**config.mk**
```make
export PLATFORM = sky130hd
export DESIGN_NAME = prio_irq_ctrl
export DESIGN_NICKNAME = d
export VERILOG_FILES = /design/src/rtl/pic_pkg.sv /design/src/rtl/pic_rank_pick.sv /design/src/rtl/pic_cfg.sv /design/src/rtl/prio_irq_ctrl.sv
export SDC_FILE = /design/constraint.sdc
export NUM_CORES = 1
export LEC_CHECK = 0
export ABC_CLOCK_PERIOD_IN_PS = 14300
export BUFFER_PORTS_ARGS = -buffer_cell sky130_fd_sc_hd__buf_2
export CAP_MARGIN = 20
export CORE_ASPECT_RATIO = 0.5
export CORE_MARGIN = 8
export CORE_UTILIZATION = 40
export CTS_BUF_LIST = sky130_fd_sc_hd__clkbuf_4 sky130_fd_sc_hd__clkbuf_8
export CTS_CLUSTER_SIZE = 20
export DETAILED_ROUTE_END_ITERATION = 12
export PLACE_DENSITY = 0.57
export SYNTH_ARGS = -nofsm -noshare
export SYNTH_HDL_FRONTEND = slang
export SYNTH_SLANG_ARGS = --single-unit
```
**constraint.sdc**
```tcl
create_clock -name clk_i -period 14.3 [get_ports clk_i]
set_input_delay 1.43 -clock clk_i [delete_from_list [all_inputs] [get_ports clk_i]]
set_output_delay 1.43 -clock clk_i [all_outputs]
set_load 0.1 [all_outputs]
```
**src/rtl/pic_pkg.sv**
```systemverilog
package pic_pkg;
  localparam int unsigned ADDR_W = 2;
  localparam logic [ADDR_W-1:0] A_CMD  = 2'd0;
  localparam logic [ADDR_W-1:0] A_MASK = 2'd1;
  localparam logic [ADDR_W-1:0] A_MODE = 2'd2;
  localparam logic [ADDR_W-1:0] A_BASE = 2'd3;
  localparam logic [7:0] EOI_CODE = 8'h20;
endpackage

```
**src/rtl/pic_rank_pick.sv**
```systemverilog
// Finds the first set bit, scanning upward from the line after low_i.
module pic_rank_pick #(
  parameter int unsigned N_LINES = 8,
  localparam int unsigned IDX_W = $clog2(N_LINES)
) (
  input  logic [N_LINES-1:0] vec_i,
  input  logic [IDX_W-1:0]   low_i,
  output logic               found_o,
  output logic [IDX_W-1:0]   idx_o,
  output logic [IDX_W-1:0]   rank_o
);
  always_comb begin
    found_o = 1'b0;
    idx_o   = '0;
    rank_o  = '0;
    for (int k = N_LINES - 1; k >= 0; k--) begin
      logic [IDX_W-1:0] pos;
      pos = low_i + IDX_W'(k) + IDX_W'(1);
      if (vec_i[pos]) begin
        found_o = 1'b1;
        idx_o   = pos;
        rank_o  = IDX_W'(k);
      end
    end
  end
endmodule

```
**src/rtl/pic_cfg.sv**
```systemverilog
module pic_cfg
  import pic_pkg::*;
#(
  parameter int unsigned N_LINES = 8,
  parameter int unsigned VEC_W   = 8
) (
  input  logic               clk_i,
  input  logic               rst_ni,
  input  logic               wr_en_i,
  input  logic [ADDR_W-1:0]  wr_addr_i,
  input  logic [7:0]         wr_data_i,
  output logic [N_LINES-1:0] mask_o,
  output logic               rot_o,
  output logic [VEC_W-1:0]   base_o,
  output logic               eoi_o
);
  always_ff @(posedge clk_i or negedge rst_ni) begin
    if (!rst_ni) begin
      mask_o <= '1;
      rot_o  <= 1'b0;
      base_o <= '0;
    end else if (wr_en_i) begin
      unique case (wr_addr_i)
        A_MASK:  mask_o <= N_LINES'(wr_data_i);
        A_MODE:  rot_o  <= wr_data_i[0];
        A_BASE:  base_o <= VEC_W'(wr_data_i);
        default: ;
      endcase
    end
  end

  assign eoi_o = wr_en_i && (wr_addr_i == A_CMD) && (wr_data_i == EOI_CODE);


  mask_write_chk: assert property (@(posedge clk_i) disable iff (!rst_ni)
    (wr_en_i && wr_addr_i == A_MASK) |=> mask_o == N_LINES'($past(wr_data_i)));
endmodule

```
**src/rtl/prio_irq_ctrl.sv**
```systemverilog
module prio_irq_ctrl
  import pic_pkg::*;
#(
  parameter int unsigned N_LINES = 8,
  parameter int unsigned VEC_W   = 8
) (
  input  logic               clk_i,
  input  logic               rst_ni,
  input  logic [N_LINES-1:0] req_i,
  input  logic               wr_en_i,
  input  logic [ADDR_W-1:0]  wr_addr_i,
  input  logic [7:0]         wr_data_i,
  input  logic               ack_i,
  output logic               irq_o,
  output logic [VEC_W-1:0]   vec_o
);
  localparam int unsigned IDX_W = $clog2(N_LINES);
  localparam logic [IDX_W-1:0] LAST = IDX_W'(N_LINES - 1);

  logic [N_LINES-1:0] mask, irr_q, isr_q, isr_d, elig;
  logic               rot, eoi;
  logic [VEC_W-1:0]   base;
  logic [IDX_W-1:0]   low_q, low_eff;
  logic               w_found, t_found;
  logic [IDX_W-1:0]   w_idx, w_rank, t_idx, t_rank;
  logic               grant;

  pic_cfg #(.N_LINES(N_LINES), .VEC_W(VEC_W)) u_cfg (
    .clk_i, .rst_ni, .wr_en_i, .wr_addr_i, .wr_data_i,
    .mask_o(mask), .rot_o(rot), .base_o(base), .eoi_o(eoi)
  );

  assign low_eff = rot ? low_q : LAST;
  assign elig    = irr_q & ~mask & ~isr_q;

  pic_rank_pick #(.N_LINES(N_LINES)) u_win (
    .vec_i(elig), .low_i(low_eff), .found_o(w_found), .idx_o(w_idx), .rank_o(w_rank)
  );
  pic_rank_pick #(.N_LINES(N_LINES)) u_top (
    .vec_i(isr_q), .low_i(low_eff), .found_o(t_found), .idx_o(t_idx), .rank_o(t_rank)
  );

  assign irq_o = w_found && (!t_found || (w_rank < t_rank));
  assign grant = ack_i && irq_o;

  always_comb begin
    isr_d = isr_q;
    if (eoi && t_found) isr_d[t_idx] = 1'b0;
    if (grant)          isr_d[w_idx] = 1'b1;
  end

  always_ff @(posedge clk_i or negedge rst_ni) begin
    if (!rst_ni) begin
      irr_q <= '0;
      isr_q <= '0;
      low_q <= LAST;
      vec_o <= '0;
    end else begin
      irr_q <= req_i;
      isr_q <= isr_d;
      if (eoi && t_found && rot) low_q <= t_idx;
      if (ack_i) vec_o <= base + (grant ? VEC_W'(w_idx) : VEC_W'(N_LINES - 1));
    end
  end


  grant_adds_chk: assert property (@(posedge clk_i) disable iff (!rst_ni)
    (grant && !eoi) |=> $countones(isr_q) == $countones($past(isr_q)) + 1);

  eoi_retires_chk: assert property (@(posedge clk_i) disable iff (!rst_ni)
    (eoi && !ack_i && (isr_q != '0)) |=> $countones(isr_q) + 1 == $countones($past(isr_q)));

  spurious_ack_chk: assert property (@(posedge clk_i) disable iff (!rst_ni)
    (ack_i && !irq_o && !eoi) |=> $stable(isr_q));

  vec_hold_chk: assert property (@(posedge clk_i) disable iff (!rst_ni)
    !ack_i |=> $stable(vec_o));

  masked_quiet_chk: assert property (@(posedge clk_i) disable iff (!rst_ni)
    (mask == '1) |-> !irq_o);
endmodule

```
After elaboration in Yosys (flattened, before gate mapping)
Cells that the tools add are included.
{ "word_totals": {"ff_bits": 44, "in_bits": 22, "out_inout_bits": 9, "wordCells": 148} }
{ "op_classes": {"n_addsub": 15, "n_reduce_logical": 14, "n_eq_ne": 4, "bitwise": 7, "muxes": 88, "n_lt_le_gt_ge": 13} }
{ "ops": {"columns": ["op", "count"], "rows": [
  ["2-to-1 mux 3 bit", 34],
  ["binary-select mux 1 bit (select 3 bit)", 16],
  ["< comparator 3 x 4 -> 1 bit, second input constant", 10],
  ["2-to-1 mux 1 bit", 34],
  ["adder 3 x 1 -> 3 bit, second input constant", 8],
  ["bitwise AND 8 bit", 3],
  ["inverter 8 bit", 3],
  ["2-to-1 mux 8 bit", 2],
  ["adder 3 bit, second input constant", 4],
  ["adder 8 x 3 -> 8 bit", 1],
  ["equality test 8 x 6 -> 1 bit, second input constant", 1],
  ["logical AND 1 bit", 8],
  ["OR 8 bit", 1],
  ["adder 3 x 2 -> 3 bit, second input constant", 2],
  ["demux 1 bit (select 3 bit)", 2],
  [">= comparator 3 x 1 -> 1 bit, second input constant", 2],
  ["AND reduction 2 bit", 3],
  ["equality test 2 bit, second input constant", 2],
  ["< comparator 3 bit", 1],
  ["equality test 2 x 1 -> 1 bit, second input constant", 1],
  ["zero test 2 bit", 1],
  ["zero test 1 bit", 1],
  ["logical OR 1 bit", 1]
]} }

Longest topological paths before layout
{ "logic_depth": {"ltp_word": 22, "mapped_depth": 28, "depth_no_buf": 24} }

Modules after synthesis
A second synthesis with hierarchy kept.
{ "hier_totals": {"cells_unflattened": 389, "area_unflattened_um2": 4297.9} }
{ "modules_own_cells": {"columns": ["mod", "instances", "seq_area_each_um2", "area_per_inst_um2", "cells_each"], "rows": [
  ["pic_rank_pick", 2, 0.0, 1113.6, 113],
  ["prio_irq_ctrl", 1, 679.4, 1370.1, 122],
  ["pic_cfg", 1, 435.4, 700.7, 41]
]} }

Worst setup path before layout
Ideal clock, no wire load.
{ "synth_timing": {"kind": "register to output", "startpoint": "register low_q[1]", "endpoint": "output port irq_o", "arrival_time_ns": 4.815, "required_ns": 12.870, "path_buffers": 2, "setup_slack_ns": 8.055, "path_stages_with_launch": 18, "path_cell_list": "dfstp_2 > nand2b_1 > clkbuf_2 > buf_1 > ha_1 > inv_1 > mux4_2 > nand2_1 > o21ai_0 > inv_1 > nand2_1 > o211ai_1 > and3_1 > ha_1 > o21a_1 > o21bai_1 > a31oi_1 > nor2_1"} }
{ "synth_via": {"elab_chain_cells": 16, "word_cells_on_any_way": 83, "cone_classes": "add/sub (14); order compare (1); mux (65); reduce/logical (3)"} }
{ "synth_lines": {"columns": ["item", "line", "rtl"], "rows": [
  ["start, declared", "prio_irq_ctrl.sv:23", "logic [IDX_W-1:0] low_q, low_eff;"],
  ["start signal, assigned", "prio_irq_ctrl.sv:61", "if (eoi && t_found && rot) low_q <= t_idx;"],
  ["2-to-1 mux 3 bit *", "prio_irq_ctrl.sv:33", "assign low_eff = rot ? low_q : LAST;"],
  ["adder 3 bit", "pic_rank_pick.sv:18", "pos = low_i + IDX_W'(k) + IDX_W'(1);"],
  ["adder 3 x 1 -> 3 bit", "pic_rank_pick.sv:18", null],
  ["binary-select mux 1 bit (select 3 bit)", "pic_rank_pick.sv:19", "if (vec_i[pos]) begin"],
  ["2-to-1 mux 1 bit (not written as such)", "pic_rank_pick.sv:19", null],
  ["2-to-1 mux 3 bit / 2-to-1 mux 1 bit (equally long branches) (8 in a row)", "pic_rank_pick.sv:19", null],
  ["< comparator 3 bit / zero test 1 bit (equally long branches)", "prio_irq_ctrl.sv:43", "assign irq_o = w_found && (!t_found || (w_rank < t_rank));"],
  ["logical OR 1 bit", "prio_irq_ctrl.sv:43", null],
  ["logical AND 1 bit *", "prio_irq_ctrl.sv:43", null],
  ["end, declared", "prio_irq_ctrl.sv:14", "output logic irq_o,"]
]} }
Mark *: on every way between the ends. The rest lies on a longest branch, timed or not. The select of a mux whose other input is x is not followed.

Final worst setup path
Same ends and word-level chain as after synthesis.

==> results.toml <==
[routing]
drtAntennaViolNets = 0
wl_per_cell_um = 19.53
drt_iter0_markers = 333
routed_wl_um = 10880
vias_per_cell = 6.110
vias = 3403
dr.pass1.iters = 5
drc_errors = 0

[logic_synthesis]
synthFlopType = "dfrtp_1"
syn_nets = 433
synth.area.top_cells = "dfrtp_1 21%, mux4_2 9.2%, mux2_2 7.8%, dfstp_2 7.4%, mux2i_1 5.9%"
synth_enable_flop_cells = 0
netlist_area_um2 = 3919
synth_top_area_share = 0.2107
synth_cell_type_count = 72
synthTopCellsByCount = "34 x nand2_1, 33 x dfrtp_1, 27 x mux2_2, 27 x nor2_1, 27 x o21ai_0"
async_reset_ff_frac = 1.000
yosysTopAreaCell = "dfrtp_1"
ys_seq_elements = 44
synth.yosys.seq_area_share = 0.2845
syn_inst = 402
synth.most_common_cell = "nand2_1"
syn_avg_cell_area_um2 = 9.748
synth_warnings = 0

[timing]
finalHoldViolCount = 0
drv_slew = 0
max_freq_mhz = 158.8
holdWs_ns = 0.5070
setup_viol = 0
rsz0062_at_grt = "false"
tns_ns = 0
layout_setup_ws_ns = 8.004
layout_min_cycle_time_ns = 6.296
slew-limit-headroom = 0.3729
finClkSkew_ns = 0.003853
tightest_slew_ns = 0.9407
fin_crit_sh = 0.4403

[worst_setup_path]
cp_max_fo = 15
path_class = "flop to output pin"
cp.arrival_ns = 4.87
crit_path_end_kind = "output pin"
start_kind = "flop"
cp-startpoint = "low_q[1]$_DFFE_PN1P_"
required_ns = 12.87
reg2reg_from = "low_q[1]$_DFFE_PN1P_"

[hold_path]
holdCritStartpoint = "vec_o[2]$_DFFE_PN0P_"
hold_class = "flop to flop"

[clock_network]
clock_latency_ns = 0.29
numCtsBuffers = 5
cts_setup_buffers = 0
clockBufferDepth = 2
clock_sink_count = 44
postCtsResizedCells = 0
cts-root-buf = "clkbuf_8"
postCtsHoldBufs = 0
clkSlewWorstSetupHoldPaths_ns = 0.08
tritoncts = "built"
htree_levels = 2

[die]
fp.dieW_um = 156.0
dieArea_um2 = 13410
initial_core_util = 0.4135
row_count = 25
die_y_um = 85.99
io-pin-count = 31
core_area_um2 = 9478

[placed_design]
preCtsSetupSlack_ns = 8.374
port_buffers = 30
hpwlAfterDp_um = 8253
placedCellCount = 549
place_congestion = 0.8717

[final_layout]
n_fill_cell = 904
area_delta_synth_final_pct = 8.589
multiInputGateArea_um2 = 2636
n_antenna_cell = 0
fin_cells = 557
drive_above_1_share = 0.2654
seqCellArea_um2 = 1115
nets = 452

[status]
status = "completed"

[grt]
grt_use_total = 0.1639
overflow = 0
grt_pass1_vias = 3396
grt_pass1_wl_um = 17690
grt_max_degree = 45
antenna_found_initial = 0

[run]
maxCapViolations = 0

[power]
p_leak_nw = 1.659
power.density_nw_per_um2 = 242.4
vdd_drop_max_v = 0.0001747
-- worst max-delay path: stages, from the launching register on --
cell and delay [ns]:
dfstp_2 0.58, nand2b_1 0.63, ha_1 0.46, inv_1 0.23, mux4_2 0.59, nand2_1 0.09, o21ai_0 0.19, inv_1 0.17
nand2_1 0.08, o211ai_1 0.17, and3_1 0.18, ha_1 0.23, o21a_1 0.17, o21bai_1 0.11, a31oi_1 0.08, nor2_1 0.16
buf_2 0.44
-- kinds of logic (layout without fill, tap and decap cells) --
family	Yosys count	after routing	share of synthesized area
AOI/OAI and AO/OA	112	112	0.1980
xor gates and xnor gates	11	11	0.03480
adders and majority gates	9	9	0.03065
buffers and inverters	32	52	0.04278
DFF	44	44	0.2845
muxes	68	68	0.2353
and+or+nand+nor	126	126	0.1740
-- worst paths after layout --
path,endpoint,slack (ns),cells past startpoint
worst min register to register,vec_o[2]$_DFFE_PN0P_,0.51,1
worst max-delay path,irq_o,8.00,16
max in group asynchronous,vec_o[1]$_DFFE_PN0P_,12.44,1
min in group asynchronous,u_cfg.base_o[6]$_DFFE_PN0P_,1.28,1
worst max register to register,vec_o[7]$_DFFE_PN0P_,8.54,24
worst min-delay path,vec_o[2]$_DFFE_PN0P_,0.51,1
-- flip-flops by register name, indices dropped and copies added, names as in the netlist --
signal,flops
u_cfg.base_o,8
vec_o,8
u_cfg.mask_o,8
low_q,3
u_cfg.rot_o,1
irr_q,8
isr_q,8
-- power by group --
part | switching [mW] | total [mW] | internal [mW]
registers | 0.0412 | 0.200 | 0.158
clock network | 0.0403 | 0.102 | 0.0616
logic | 0.474 | 0.730 | 0.256
-- stage by stage --
step	power (mW)	cell area (um^2)	utilization
final	1.032	4255	0.4490
after detailed placement	0.9180	4129	0.4356
after floorplan	0.7662	3919	-
after global placement	0.9229	4129	0.4356
after CTS	1.025	4255	0.4490
after global routing	1.105	4255	0.4490
-- cell type report --
cell class	count	area share
Clock buffer	7	0.02264
Multi-Input combinational cell	326	0.6195
Clock inverter	1	0.007057
Timing Repair Buffer	31	0.03705
Sequential cell	44	0.2620
Tap cell	135	0.03969
Inverter	13	0.01206
-- cells in the final DEF (no fill, tap or decap), types with 3 or more instances in the layout --
cell	count
o22ai_1	3
mux2_2	27
o21bai_1	3
o21ai_0	27
a31oi_1	5
clkbuf_8	7
ha_1	8
mux4_2	16
a32o_1	4
a211oi_1	5
nor2b_1	4
xor2_1	4
nor4b_1	3
mux2i_1	23
nor3_1	3
a22oi_1	3
buf_2	30
nor2_1	27
o2111ai_1	3
nand3_1	15
nor3b_1	10
nand3b_1	5
a21oi_1	23
dfrtp_1	33
dfstp_2	11
inv_1	11
o211ai_1	6
and2_1	3
nand2b_1	7
nand2_1	34
a21o_1	3
xnor2_1	4
-- routing by layer --
metal / part of all wire / track usage / vias to the layer above
met5: 0 / 0 / -
met4: 0.014 / 0.04808 / 0
met3: 0.078 / 0.03711 / 14
met2: 0.44 / 0.2625 / 135
met1: 0.47 / 0.2168 / 1677
li1: - / - / 1577
Note: power is estimated with default switching activity, not from simulation.
